$ cat config.mk
export PLATFORM = sky130hd
export DESIGN_NAME = erase_abort_seq
export DESIGN_NICKNAME = d
export VERILOG_FILES = /design/src/rtl/abort_pkg.sv /design/src/rtl/abort_bus_port.sv /design/src/rtl/abort_poll_limit.sv /design/src/rtl/erase_abort_seq.sv
export SDC_FILE = /design/constraint.sdc
export NUM_CORES = 1
export LEC_CHECK = 0
export BUFFER_PORTS_ARGS = -buffer_cell sky130_fd_sc_hd__buf_2
export CAP_MARGIN = 20
export CORE_AREA = 2 2 92 94
export DETAILED_ROUTE_END_ITERATION = 8
export DIE_AREA = 0 0 94 96
export GPL_TIMING_DRIVEN = 1
export PLACE_DENSITY = 0.87
export SLEW_MARGIN = 30
export SYNTH_ARGS = -nofsm -noshare
export SYNTH_HDL_FRONTEND = slang
export SYNTH_HIERARCHICAL = 1
export SYNTH_SLANG_ARGS = --single-unit
export TNS_END_PERCENT = 5
$ cat constraint.sdc
create_clock -name clk -period 3.4 [get_ports clk]
set_clock_uncertainty 0.1 [all_clocks]
set_input_delay 0.34 -clock clk [delete_from_list [all_inputs] [get_ports clk]]
set_output_delay 0.34 -clock clk [all_outputs]
set_load 0.03 [all_outputs]
$ cat src/rtl/abort_pkg.sv
package abort_pkg;

    typedef enum logic [3:0] {
        S_IDLE, S_CHK, S_KEY1, S_ASET, S_KEY2, S_AZERO, S_POLLR,
        S_FLAG, S_CMD, S_CSET, S_CZERO, S_POLLF, S_DONE, S_FAIL
    } seq_state_t;

    typedef enum logic [2:0] {
        OP_RD_S0, OP_RD_S1, OP_KEY, OP_CTRL_SET, OP_CTRL_ZERO,
        OP_CMD, OP_CLR_SET, OP_CLR_ZERO
    } bus_op_t;

endpackage

$ cat src/rtl/abort_bus_port.sv
module abort_bus_port #(
    parameter int AW = 8,
    parameter int DW = 32
) (
    input  logic          clk,
    input  logic          rst_n,
    input  logic          go,
    input  logic          go_wr,
    input  logic [AW-1:0] go_addr,
    input  logic [DW-1:0] go_data,
    output logic [AW-1:0] bus_addr,
    output logic [DW-1:0] bus_wdata,
    output logic          bus_wr,
    output logic          bus_rd,
    input  logic [DW-1:0] bus_rdata,
    input  logic          bus_ack,
    output logic          fin,
    output logic [DW-1:0] rd_val
);
    logic act_q, wr_q;

    always_ff @(posedge clk or negedge rst_n) begin
        if (!rst_n) begin
            act_q     <= 1'b0;
            wr_q      <= 1'b0;
            bus_addr  <= '0;
            bus_wdata <= '0;
            fin       <= 1'b0;
            rd_val    <= '0;
        end else begin
            fin <= 1'b0;
            if (act_q && bus_ack) begin
                act_q  <= 1'b0;
                fin    <= 1'b1;
                rd_val <= bus_rdata;
            end else if (go && !act_q) begin
                act_q     <= 1'b1;
                wr_q      <= go_wr;
                bus_addr  <= go_addr;
                bus_wdata <= go_data;
            end
        end
    end

    assign bus_wr = act_q && wr_q;
    assign bus_rd = act_q && !wr_q;

    p_single_strobe_r7: assert property (@(posedge clk) disable iff (!rst_n)
        !(bus_wr && bus_rd));

    p_hold_req_r7: assert property (@(posedge clk) disable iff (!rst_n)
        (bus_wr || bus_rd) && !bus_ack |=>
        (bus_wr || bus_rd) && $stable(bus_addr) && $stable(bus_wdata));

endmodule

$ cat src/rtl/abort_poll_limit.sv
module abort_poll_limit #(
    parameter int LIMIT = 1024
) (
    input  logic clk,
    input  logic rst_n,
    input  logic clr,
    input  logic step,
    output logic last
);
    localparam int CW = (LIMIT > 1) ? $clog2(LIMIT) : 1;

    logic [CW-1:0] cnt_q;

    always_ff @(posedge clk or negedge rst_n) begin
        if (!rst_n)     cnt_q <= '0;
        else if (clr)   cnt_q <= '0;
        else if (step && !last) cnt_q <= cnt_q + 1'b1;
    end

    assign last = (cnt_q == CW'(LIMIT - 1));

    p_cnt_bound_r8: assert property (@(posedge clk) disable iff (!rst_n)
        cnt_q <= CW'(LIMIT - 1));

endmodule

$ cat src/rtl/erase_abort_seq.sv
module erase_abort_seq
    import abort_pkg::*;
#(
    parameter int          AW         = 8,
    parameter int          DW         = 32,
    parameter logic [7:0]  STAT0_ADDR = 8'h00,
    parameter logic [7:0]  STAT1_ADDR = 8'h04,
    parameter logic [7:0]  CTRL_ADDR  = 8'h10,
    parameter logic [7:0]  CLR_ADDR   = 8'h14,
    parameter logic [7:0]  KEY_ADDR   = 8'h20,
    parameter logic [7:0]  CMD_ADDR   = 8'h30,
    parameter logic [31:0] KEY_VAL    = 32'hA5A5_1234,
    parameter logic [31:0] CMD_VAL    = 32'h0000_00F0,
    parameter int          RDY_BIT    = 0,
    parameter int          ABT_BIT    = 2,
    parameter int          ABT_LSB    = 4,
    parameter int          POLL_MAX   = 1024
) (
    input  logic          clk,
    input  logic          rst_n,
    input  logic          start,
    output logic          busy,
    output logic          done,
    output logic          error,
    output logic          abort_seen,
    output logic [AW-1:0] bus_addr,
    output logic [DW-1:0] bus_wdata,
    output logic          bus_wr,
    output logic          bus_rd,
    input  logic [DW-1:0] bus_rdata,
    input  logic          bus_ack
);
    localparam logic [DW-1:0] FIELD_ON = DW'(7) << ABT_LSB;

    seq_state_t    state_q;
    bus_op_t       op;
    logic          issue, pend_q, go, fin, last, in_poll;
    logic          go_wr;
    logic [AW-1:0] go_addr;
    logic [DW-1:0] go_data, rd_val;
    logic          err_q, abt_q;

    // state register and sticky flags
    always_ff @(posedge clk or negedge rst_n) begin
        if (!rst_n) begin
            state_q <= S_IDLE;
            pend_q  <= 1'b0;
            err_q   <= 1'b0;
            abt_q   <= 1'b0;
        end else begin
            if (go)  pend_q <= 1'b1;
            if (fin) pend_q <= 1'b0;
            unique case (state_q)
                S_IDLE: if (start) begin
                    state_q <= S_CHK;
                    err_q   <= 1'b0;
                    abt_q   <= 1'b0;
                end
                S_CHK:   if (fin) state_q <= rd_val[RDY_BIT] ? S_DONE : S_KEY1;
                S_KEY1:  if (fin) state_q <= S_ASET;
                S_ASET:  if (fin) state_q <= S_KEY2;
                S_KEY2:  if (fin) state_q <= S_AZERO;
                S_AZERO: if (fin) state_q <= S_POLLR;
                S_POLLR: if (fin) begin
                    if (rd_val[RDY_BIT]) state_q <= S_FLAG;
                    else if (last) begin
                        state_q <= S_FAIL;
                        err_q   <= 1'b1;
                    end
                end
                S_FLAG: if (fin) begin
                    abt_q   <= rd_val[ABT_BIT];
                    state_q <= S_CMD;
                end
                S_CMD:   if (fin) state_q <= abt_q ? S_CSET : S_DONE;
                S_CSET:  if (fin) state_q <= S_CZERO;
                S_CZERO: if (fin) state_q <= S_POLLF;
                S_POLLF: if (fin) begin
                    if (!rd_val[ABT_BIT]) state_q <= S_DONE;
                    else if (last) begin
                        state_q <= S_FAIL;
                        err_q   <= 1'b1;
                    end
                end
                S_DONE, S_FAIL: state_q <= S_IDLE;
                default: state_q <= S_IDLE;
            endcase
        end
    end

    // outputs: which bus operation each state performs
    always_comb begin
        issue = 1'b1;
        op    = OP_RD_S0;
        unique case (state_q)
            S_CHK, S_POLLR:  op = OP_RD_S0;
            S_FLAG, S_POLLF: op = OP_RD_S1;
            S_KEY1, S_KEY2:  op = OP_KEY;
            S_ASET:          op = OP_CTRL_SET;
            S_AZERO:         op = OP_CTRL_ZERO;
            S_CMD:           op = OP_CMD;
            S_CSET:          op = OP_CLR_SET;
            S_CZERO:         op = OP_CLR_ZERO;
            default:         issue = 1'b0;
        endcase
    end

    always_comb begin
        go_wr   = 1'b1;
        go_addr = '0;
        go_data = '0;
        unique case (op)
            OP_RD_S0:     begin go_wr = 1'b0; go_addr = AW'(STAT0_ADDR); end
            OP_RD_S1:     begin go_wr = 1'b0; go_addr = AW'(STAT1_ADDR); end
            OP_KEY:       begin go_addr = AW'(KEY_ADDR);  go_data = DW'(KEY_VAL); end
            OP_CTRL_SET:  begin go_addr = AW'(CTRL_ADDR); go_data = FIELD_ON; end
            OP_CTRL_ZERO: begin go_addr = AW'(CTRL_ADDR); end
            OP_CMD:       begin go_addr = AW'(CMD_ADDR);  go_data = DW'(CMD_VAL); end
            OP_CLR_SET:   begin go_addr = AW'(CLR_ADDR);  go_data = FIELD_ON; end
            OP_CLR_ZERO:  begin go_addr = AW'(CLR_ADDR); end
            default:      go_wr = 1'b0;
        endcase
    end

    assign go         = issue && !pend_q;
    assign in_poll    = (state_q == S_POLLR) || (state_q == S_POLLF);
    assign busy       = (state_q != S_IDLE);
    assign done       = (state_q == S_DONE) || (state_q == S_FAIL);
    assign error      = err_q;
    assign abort_seen = abt_q;

    abort_bus_port #(.AW(AW), .DW(DW)) u_port (
        .clk(clk), .rst_n(rst_n), .go(go), .go_wr(go_wr), .go_addr(go_addr),
        .go_data(go_data), .bus_addr(bus_addr), .bus_wdata(bus_wdata),
        .bus_wr(bus_wr), .bus_rd(bus_rd), .bus_rdata(bus_rdata),
        .bus_ack(bus_ack), .fin(fin), .rd_val(rd_val)
    );

    abort_poll_limit #(.LIMIT(POLL_MAX)) u_limit (
        .clk(clk), .rst_n(rst_n), .clr(!in_poll), .step(fin && in_poll),
        .last(last)
    );

    // snoop of acknowledged writes: was the previous write the key?
    logic key_armed;
    always_ff @(posedge clk or negedge rst_n) begin
        if (!rst_n) key_armed <= 1'b0;
        else if (bus_wr && bus_ack)
            key_armed <= (bus_addr == AW'(KEY_ADDR)) && (bus_wdata == DW'(KEY_VAL));
    end

    p_key_before_ctrl_r2: assert property (@(posedge clk) disable iff (!rst_n)
        bus_wr && (bus_addr == AW'(CTRL_ADDR)) |-> key_armed);

    p_done_pulse_r9: assert property (@(posedge clk) disable iff (!rst_n)
        done |=> !done);

    p_err_ends_r8: assert property (@(posedge clk) disable iff (!rst_n)
        $rose(error) |-> done);

    p_idle_quiet_r10: assert property (@(posedge clk) disable iff (!rst_n)
        !busy |-> !bus_wr && !bus_rd);

endmodule

=== Yosys cells after proc, flatten, opt, wreduce, memory -nomap -nowiden ===
Index checks and enable logic that the tools add are counted.

* Output and inout port bits: 46
* Input port bits: 36
* Register bits: 63

* Equal/unequal tests: 36
* Bitwise operators: 1
* Mux-type cells: 39
* Reductions and logical operators: 31
* Add/sub/neg operators: 1

{| class="wikitable"
|+ Operators with widths
! operator !! count
|-
| case mux 32 bit (3 select lines) || 1
|-
| 2-to-1 mux 4 bit || 16
|-
| case mux 4 bit (12 select lines) || 1
|-
| case mux 8 bit (6 select lines) || 1
|-
| != test 2 x 1 -> 1 bit, second input constant || 13
|-
| equality test 4 bit, second input constant || 6
|-
| case mux 3 bit (7 select lines) || 1
|-
| 2-to-1 mux 10 bit || 2
|-
| equality test 4 x 3 -> 1 bit, second input constant || 4
|-
| 2-to-1 mux 1 bit || 14
|-
| equality test 3 bit, second input constant || 4
|-
| AND reduction 12 bit || 1
|-
| OR reduction 2 bit || 6
|-
| OR reduction 11 bit || 1
|-
| adder 10 x 1 -> 10 bit, second input constant || 1
|-
| equality test 10 bit, second input constant || 1
|-
| equality test 4 x 2 -> 1 bit, second input constant || 2
|-
| logical AND 1 bit || 7
|-
| equality test 3 x 2 -> 1 bit, second input constant || 2
|-
| AND reduction 6 bit || 1
|-
| nonzero test 2 bit || 3
|-
| equality test 4 x 1 -> 1 bit, second input constant || 1
|-
| zero test 1 bit || 4
|-
| zero test 4 bit || 1
|-
| other kinds (12) || 14
|}

=== Longest topological paths before layout ===
Gate-level depths: netlist of run 1.

* Word-level depth: 7
* Gate-level depth with buffers: 11
* Mapped depth without buffers: 8

=== Hierarchy ===
Netlist of run 1, hierarchy kept.

{| class="wikitable"
|+ By module, submodules not included
! module !! cells an instance !! area an instance (um^2) !! instances !! seq. area each (um^2)
|-
| abort_bus_port || 163 || 3,010.4 || 1 || 1,876.8
|-
| erase_abort_seq || 106 || 740.7 || 1 || 175.2
|-
| abort_poll_limit || 56 || 574.3 || 1 || 250.2
|}

=== Worst setup path before layout of run 1 ===
OpenSTA, ideal clock, no wires.

* Path kind: register to register
* Start point: reg state_q[1]
* End point: reg u_limit.cnt_q[5]
* Slack: 1.103 ns
* Cell stages (with the launch flop): 11
* Path buffers: 3
* Period minus slack after synthesis: 2.297 ns
* Arrival time: 2.119 ns
* Setup time: 0.078 ns
* Cell sequence: dfrtp_1 > buf_6 > buf_2 > buf_2 > nand2_1 > nor2_1 > a31oi_1 > nor2_1 > o31ai_4 > or4_1 > a21oi_1

* Word-level cells in the longest chain between the ends: 5
* Elaborated cells between the ends (all ways): 7
* Those cells by class: 3 x eq/ne; 1 x mux; 3 x reduce/logical

{| class="wikitable"
|+ RTL lines
! what !! line !! source
|-
| start, declared || erase_abort_seq.sv:35 || <nowiki>seq_state_t state_q;</nowiki>
|-
| start signal, assigned || erase_abort_seq.sv:59 || <nowiki>S_CHK: if (fin) state_q <= rd_val[RDY_BIT] ? S_DONE : S_KEY1;</nowiki>
|-
| start signal, assigned || erase_abort_seq.sv:75 || <nowiki>S_CMD: if (fin) state_q <= abt_q ? S_CSET : S_DONE;</nowiki>
|-
| equality test 4 x 3 -> 1 bit / equality test 4 bit (equally long branches) || erase_abort_seq.sv:126 || <nowiki>assign in_poll = (state_q == S_POLLR) || (state_q == S_POLLF);</nowiki>
|-
| logical OR 1 bit (*) || erase_abort_seq.sv:126 ||
|-
| logical AND 1 bit || erase_abort_seq.sv:140 || <nowiki>.clk(clk), .rst_n(rst_n), .clr(!in_poll), .step(fin && in_poll),</nowiki>
|-
| logical AND 1 bit || abort_poll_limit.sv:17 || <nowiki>else if (step && !last) cnt_q <= cnt_q + 1'b1;</nowiki>
|-
| != test 2 x 1 -> 1 bit (no line) || -- ||
|-
| end signal, assigned || abort_poll_limit.sv:17 ||
|-
| end, declared || abort_poll_limit.sv:12 || <nowiki>logic [CW-1:0] cnt_q;</nowiki>
|}

Every way passes the cells marked *; elsewhere a longest branch is shown, timed or not.
A chain may end at the register's enable or synchronous reset.

=== Worst setup path after layout of run 1 ===
* Start point: reg state_q[3]
* End point: reg u_limit.cnt_q[5]

Same word-level chain as after synthesis.

==> flow_summary.toml, run 1 <==
[clock_network]
cts_buffers = 9
clk_latency_ps = 340
cts_tree = "built"
clk_pin_slew_ps = 60
h-tree-depth = 3
clock_path_buffers = 2
clock_sinks = 62
clockRootBuffer = "clkbuf_8"

[floorplan]
start_util = 0.4006
core_area_um2 = 8051
floorplan.rows = 33
pin_count = 82
die_y_um = 96
dieArea_um2 = 9024
fp.dieW_um = 94

[worst_setup_path]
end_kind = "flip-flop"
path_max_fanout = 17
cp-startpoint = "state_q[3]$_DFFE_PN0P_"
r2r-start = "state_q[3]$_DFFE_PN0P_"
cp.required_ps = 3560
r2r_slack_ps = 750
rr_worst_depth = 7
crit_arrival_ps = 2810
reg2reg_to = "u_limit/cnt_q[5]$_DFFE_PN0P_"
start_kind = "flip-flop"
path_class = "reg -> reg"

[drt]
wl_per_cell_um = 14.28
vias_per_cell = 5.085
firstDrtPassIters = 5
drt_wl_total_mm = 6.368
antenna_left = 0
drtIter0Drc = 184
drc = 0
num_vias = 2268

[sta]
drv_slew = 0
fmaxAchievable_ghz = 0.3780
slew_headroom = 0.5353
setup_viol = 0
fin_setup_tns_ps = 0
post-route-min-period_ps = 2646
worstMarginPinSlew_ps = 691.7
hold_viol_final = 0
finalCritPeriodShare = 0.7781
rsz0062_at_grt = "no"

[power_and_ir_drop]
ir_drop_uv = 504.9
p_switching_mw = 1.436
seq_power_share = 0.342
pwr-share-clk = 0.187
intPower_mw = 2.140
p_leak_nw = 1.798
combPwrFrac = 0.471
p_sw_frac = 0.4016
power.density_nw_per_um2 = 937.9
total_power_mw = 3.576

[global_route]
grt_use_total = 0.1512
grt_overflow_total = 0
grt_pass1_vias = 2147
grt_pass1_wl_mm = 10.70
antenna_found_initial = 0
grt_max_degree = 43

[hold_path]
hold_start = "bus_rdata[2]"
hp-class = "in -> reg"
min_delay_path_depth = 2
hold-path-endpoint = "u_port/rd_val[2]$_DFFE_PN0P_"

[status]
status = "finished, final reports clean"

[finish]
diodes = 0
fillers = 744
drive_gt1_frac = 0.3754
syn_to_final_growth_pct = 18.19
nets = 374

[placed_design]
routabilityCongestion = 0.9071
numPortBuffers = 51
dp_hpwl_mm = 4.419

[synth]
netlist_instances = 264
syn_area_per_cell_um2 = 12.22
syn-cell-area_um2 = 3226
ys_warn_count = 6

[run]
max_cap_viol_count = 0
## how the worst max path moves through the flow
| stage | to | slack [ps] | depth (start not counted) |
|---|---|---|---|
| after floorplan | u_limit/cnt_q[5]$_DFFE_PN0P_ | 1100 | 10 |
| after global placement | u_limit/cnt_q[5]$_DFFE_PN0P_ | 930 | 7 |
| after detailed placement | u_limit/cnt_q[5]$_DFFE_PN0P_ | 800 | 7 |
| after CTS | u_limit/cnt_q[5]$_DFFE_PN0P_ | 790 | 7 |
| after global routing | u_limit/cnt_q[5]$_DFFE_PN0P_ | 510 | 7 |
| final | u_limit/cnt_q[5]$_DFFE_PN0P_ | 750 | 7 |
## timing repair
item	CTS	global route
setup endpoints to repair	0	0
hold buffers	1	0
buffers inserted	0	0
gates resized for setup	0	0
endpoints found under the hold margin	30	0
## cells in the final DEF, fill, tap and decap left out, types with 3 or more instances in the layout
cell	instances
a21oi_1	16
a2bb2oi_1	4
a31oi_1	3
and2_1	3
buf_2	51
buf_4	7
clkbuf_8	12
conb_1	22
dfrtp_1	62
inv_1	8
mux2_2	5
mux2_4	39
nand2_1	11
nand3_1	5
nand3b_1	3
nand4_1	5
nor2_1	18
nor2b_1	4
nor3_1	6
o21ai_0	8
xnor2_1	4
xor2_1	3
## registers in the layout, indices dropped and copies added (netlist names)
signal	cells
u_port/bus_addr	8
u_limit/cnt_q	10
abort_seen	1
u_port/rd_val	2
u_port/wr_q	1
u_port/bus_wdata	32
u_port/fin	1
pend_q	1
state_q	4
error	1
u_port/act_q	1
## metrics by stage
step	hold slack, ps	cell area [µm²]	std cells	worst slack, ps	utilization
global placement	308.9	3595	430	931.0	0.4465
detailed placement	326.0	3595	430	800.5	0.4465
floorplan	-55.59	3304	285	1103	-
global route	121.9	3812	446	509.6	0.4735
CTS	114.3	3812	446	788.5	0.4735
finish	133.4	3812	446	754.5	0.4735
## layer usage
| metal | vias to the layer above | wire length (µm) | global-route usage |
|---|---|---|---|
| li1 | 1068 | - | - |
| met1 | 1084 | 2675 | 0.2043 |
| met2 | 109 | 3148 | 0.2315 |
| met3 | 7 | 478 | 0.04855 |
| met4 | 0 | 65 | 0.04831 |
| met5 | - | 0 | 0 |
## critical path, stage by stage, from the launching register on
cell and delay [ps]:
dfrtp_1 470, buf_4 230, nor2b_1 250, a31oi_1 150, nor2_1 460, o31ai_4 220, or4_1 520, a21oi_1 170
## cell type report
cell class	count	area [µm²]	area share
clock buffers	12	165.2	0.04332
inverters	8	30.03	0.007877
clock inverters	3	42.54	0.01116
flip-flops and latches	62	1551	0.4070
repair buffers	60	337.8	0.08861
multi-input cells	196	1554	0.4076
well taps	105	131.4	0.03446
## power groups by stage
stage | sequential [mW] | clock, mW | combinational [mW]
global route | 1.27 | 0.725 | 1.81
detailed placement | 1.23 | 0 | 1.69
floorplan | 1.63 | 0 | 0.903
CTS | 1.23 | 0.690 | 1.70
global placement | 1.21 | 0 | 1.66
finish | 1.22 | 0.668 | 1.69
(Power assumes the default switching activity.)
==> inputs of run 2 (changes only) <==
clock period = 2.45 ns   (was 3.4 ns; I/O delays follow)
==> run 2 against run 1 <==
  * Sequential power is 40% higher
  * Setup slack worse by 510 ps
  * Non-clock buffer count up 6
  * Global-route usage grew 0.53 points
==> flow_summary.toml, run 2 (synthesis results as in run 1) <==
[global_route]
grt_use_total = 0.1565
antenna_found_initial = 0
grt_pass1_vias = 2241
grt_max_degree = 37
grt_pass1_wl_mm = 10.82
grt_overflow_total = 0

[worst_setup_path]
end_kind = "primary output"
crit_arrival_ps = 1860
path_max_fanout = 14
cp.required_ps = 2110
start_kind = "flip-flop"
path_class = "reg -> out"

[floorplan]
core_area_um2 = 8051
start_util = 0.4006
die_y_um = 96
dieArea_um2 = 9024
fp.dieW_um = 94
floorplan.rows = 33
pin_count = 82

[clock_network]
cts_buffers = 9
clock_sinks = 62
clk_pin_slew_ps = 70
clockRootBuffer = "clkbuf_8"
cts_tree = "built"
clock_path_buffers = 2
cts_resized = 0
clk_latency_ps = 340
h-tree-depth = 3

[sta]
post-route-min-period_ps = 2201
finalCritPeriodShare = 0.8983
rsz0062_at_grt = "no"
fin_setup_tns_ps = 0
worstMarginPinSlew_ps = 557.8
fmaxAchievable_ghz = 0.4544
drv_slew = 0
whs_ps = 31.60
setup_viol = 0
hold_viol_final = 0
slew_headroom = 0.6281

[drt]
drt_wl_total_mm = 6.568
num_vias = 2289
drc = 0
firstDrtPassIters = 4
vias_per_cell = 5.064
antenna_left = 0
drtIter0Drc = 107
wl_per_cell_um = 14.53

[finish]
fillers = 727
drive_gt1_frac = 0.3746
layout_commonest_cell = "dfrtp_1"
final_cells = 452
post-route-util = 0.4718
largest_reg_flops = 32
syn_to_final_growth_pct = 17.77
layout_common_cells = "dfrtp_1 (62), buf_2 (51), mux2_4 (39)"
nets = 380
diodes = 0
reg_top3 = "u_port/bus_wdata x32, u_limit/cnt_q x10, u_port/bus_addr x8"
regMostFlops = "u_port/bus_wdata"

[power_and_ir_drop]
intPower_mw = 2.793
ir_drop_uv = 694.3
p_sw_frac = 0.4168
pwr-share-clk = 0.152
combPwrFrac = 0.492
seq_power_share = 0.357
total_power_mw = 4.790
p_switching_mw = 1.997
power.density_nw_per_um2 = 1261
p_leak_nw = 1.801

[hold_path]
hp-class = "in -> reg"

[placed_design]
dp_hpwl_mm = 4.660
routabilityCongestion = 0.9291
dp.cells = 436
numPortBuffers = 51

[status]
status = "finished, final reports clean"

[run]
max_cap_viol_count = 0
==> run 2: changes by cell type in the layout (fill, tap and decap cells not counted) <==
cell        previous run  this run
buf_4                  7        13
clkbuf_1               0         4
clkinv_2               1         2
clkinvlp_4             1         0
bufinv_16              1         0
clkbuf_8              12         9
==> run 2: worst paths after layout <==
kind,start,to,slack [ps],depth (start not counted)
max in group asynchronous,rst_n,u_port/bus_wdata[30]$_DFFE_PN0P_,1200,3
worst max register to register,state_q[1]$_DFFE_PN0P_,u_port/bus_wdata[6]$_DFFE_PN0P_,270,6
worst max-delay path,state_q[1]$_DFFE_PN0P_,busy,250,3
worst min register to register,u_port/bus_wdata[11]$_DFFE_PN0P_,u_port/bus_wdata[11]$_DFFE_PN0P_,410,1
worst min-delay path,bus_rdata[2],u_port/rd_val[2]$_DFFE_PN0P_,30,2
min in group asynchronous,rst_n,abort_seen$_DFFE_PN0P_,330,2
==> run 2: repair_timing <==
item / CTS / global route
hold buffers: 1 / 0
hold endpoints to repair: 24 / 0
buffers inserted: 0 / 0
==> run 2: area by class of cell <==
class,instances,area (µm²),share of cell area
repair buffers,66,382.9,0.1008
well taps,105,131.4,0.03459
clock inverters,2,10.01,0.002635
multi-input cells,196,1554,0.4091
flip-flops and latches,62,1551,0.4084
inverters,8,30.03,0.007905
clock buffers,13,138.9,0.03656
==> run 2: metal layers <==
metal,global-route usage,share of wire,vias up
met1,0.1904,0.43,1129
met4,0.05918,0.018,0
li1,-,-,1074
met5,0,0,-
met3,0.04542,0.050,12
met2,0.2643,0.50,74
==> run 2: worst max-delay path, cell delays in order (launching register included) <==
cell	delay, ps
dfrtp_1	530
or4_1	630
buf_4	190
buf_2	170
==> run 2: through the flow <==
stage | area, µm² | worst slack, ps
after detailed placement | 3640 | 323.5
after global placement | 3640 | 363.0
after CTS | 3799 | 262.8
after global routing | 3799 | 44.91
final | 3799 | 249.2
after floorplan | 3304 | 153.2
==> run 2: power by group through the flow <==
stage          clock [mW]  sequential (mW)  combinational, mW
6_report            0.726             1.71               2.36
5_1_grt             0.784             1.77               2.52
4_1_cts             0.746             1.71               2.37
3_5_place_dp            0             1.72               2.37
3_3_place_gp            0             1.68               2.31
2_1_floorplan           0             2.26               1.25
==> inputs of run 3 (changes only) <==
CORE_AREA = 2 2 115 117   (was 2 2 92 94)
DIE_AREA = 0 0 117 119   (was 0 0 94 96)
PLACE_DENSITY = 0.63   (was 0.87)
==> run 3 against run 2 <==
  * Global-route usage down 5.4 points
  * Critical path type is now reg -> reg
  * Clock power up 74%
  * Non-clock buffer count up 4
  * Highest routed layer unchanged
  * Largest power group unchanged
  * Final cell count up 17%
  * Maximum frequency up 1.9%
==> flow_summary.toml, run 3 (synthesis results as in run 1) <==
[status]
status = "finished, final reports clean"

[sta]
hold_viol_final = 0
drv_slew = 0
slew_headroom = 0.5119
worstMarginPinSlew_ps = 732.2
final.setup.worst_slack_ps = 289.9
whs_ps = 62.28
rsz0062_at_grt = "no"
setup_viol = 0
post-route-min-period_ps = 2160
fin_setup_tns_ps = 0
fmaxAchievable_ghz = 0.4629
finalCritPeriodShare = 0.8817

[hold_path]
hp-class = "in -> reg"

[global_route]
grt_max_degree = 36
grt_use_total = 0.1021
grtUsageMet2 = 0.1651
grtUsageMet1 = 0.1306
grt_pass1_wl_mm = 11.44
antenna_found_initial = 0
grt_overflow_total = 0
grt_pass1_vias = 2324
grtUsageMet3 = 0.02595
busiest_layer = "met2"

[drt]
firstDrtPassIters = 4
drtIter0Drc = 161
antenna_left = 0
num_vias = 2309
wl_per_cell_um = 12.91
drt_wl_total_mm = 6.814
drc = 0
vias_per_cell = 4.373

[floorplan]
start_util = 0.2505
floorplan.rows = 42
pin_count = 82
dieArea_um2 = 13920
fp.dieW_um = 117
core_area_um2 = 12870
die_y_um = 119

[power_and_ir_drop]
intPower_mw = 3.295
combPwrFrac = 0.450
p_leak_nw = 1.895
p_switching_mw = 2.056
power.density_nw_per_um2 = 1315
total_power_mw = 5.350
ir_drop_uv = 354.5
pwr-share-clk = 0.236
seq_power_share = 0.314
p_sw_frac = 0.3842

[placed_design]
pre_cts_slack_ps = 318.9
dp_hpwl_mm = 4.855
numPortBuffers = 51
routabilityCongestion = 0.8469

[clock_network]
h-tree-depth = 3
clock_path_buffers = 2
cts_tree = "built"
cts_buffers = 9
clockRootBuffer = "clkbuf_16"
clock_sinks = 62
cts_resized = 0
clk_pin_slew_ps = 50
clk_latency_ps = 320

[worst_setup_path]
rr_worst_depth = 8
crit_arrival_ps = 2260
endpoint = "u_limit/cnt_q[7]$_DFFE_PN0P_"
cp-startpoint = "state_q[2]$_DFFE_PN0P_"
reg2reg_to = "u_limit/cnt_q[7]$_DFFE_PN0P_"
r2r-start = "state_q[2]$_DFFE_PN0P_"
end_kind = "flip-flop"
r2r_slack_ps = 290
path_class = "reg -> reg"
path_max_fanout = 7
cp.required_ps = 2550
start_kind = "flip-flop"

[run]
max_cap_viol_count = 0

[finish]
reg_top3 = "u_port/bus_wdata x32, u_limit/cnt_q x10, u_port/bus_addr x8"
post-route-util = 0.3161
nets = 384
fillers = 1335
largest_reg_flops = 32
diodes = 0
syn_to_final_growth_pct = 26.18
layout_commonest_cell = "dfrtp_1"
layout_common_cells = "dfrtp_1 (62), buf_2 (51), mux2_4 (39)"
drive_gt1_frac = 0.3920
regMostFlops = "u_port/bus_wdata"
-- run 3: cell types whose count changed in the layout (fill, tap and decap cells not counted), sizes merged --
| cell | delta |
|---|---|
| buf | +4 |
| bufinv | +1 |
| clkbuf | -1 |
| clkinv | +1 |
-- run 3: power by group through the flow --
stage               clock network [mW]  registers (mW)  logic (mW)
finish                            1.26            1.68        2.41
global placement                     0            1.67        2.39
CTS                               1.31            1.69        2.43
global route                      1.36            1.74        2.57
floorplan                            0            2.26        1.25
detailed placement                   0            1.70        2.42
-- run 3: routing by layer --
| metal | wire length, µm | vias up |
|---|---|---|
| met5 | 0 | - |
| met4 | 87 | 0 |
| met3 | 326 | 9 |
| met2 | 3387 | 70 |
| met1 | 3013 | 1138 |
| li1 | - | 1092 |
-- run 3: how the worst min path moves through the flow --
stage,cells past startpoint,start,slack [ps],to
2_1_floorplan,0,rst_n,-150,abort_seen$_DFFE_PN0P_
5_1_grt,2,bus_rdata[0],60,u_port/rd_val[0]$_DFFE_PN0P_
3_3_place_gp,1,rst_n,240,u_port/bus_wdata[15]$_DFFE_PN0P_
6_report,2,bus_rdata[0],60,u_port/rd_val[0]$_DFFE_PN0P_
3_5_place_dp,1,rst_n,250,u_port/bus_wdata[15]$_DFFE_PN0P_
4_1_cts,2,bus_rdata[0],50,u_port/rd_val[0]$_DFFE_PN0P_
-- run 3: area by class of cell --
type	count	area, µm²	share of cell area
Clock buffer	12	256.5	0.06302
Timing Repair Buffer	70	412.9	0.1014
Tap cell	176	220.2	0.05410
Clock inverter	4	45.04	0.01107
Sequential cell	62	1551	0.3812
Multi-Input combinational cell	196	1554	0.3818
Inverter	8	30.03	0.007378
-- run 3: what timing repair did --
action / CTS / global route
endpoints found under the hold margin: 30 / 0
hold buffers: 1 / 0
setup buffers: 0 / 0
-- run 3: stage by stage --
step | instances | cell area [µm²]
after floorplan | 285 | 3304
after global placement | 511 | 3759
after detailed placement | 511 | 3759
after CTS | 528 | 4070
after global routing | 528 | 4070
final | 528 | 4070
-- run 3: critical path, cell delays in order (launching register included) --
cell and delay, ps:
dfrtp_1 450, nor2b_1 310, a31oi_1 150, nor2_1 240, buf_4 190, nand4_1 90, a211oi_1 280, xnor2_1 170
nor2_1 50
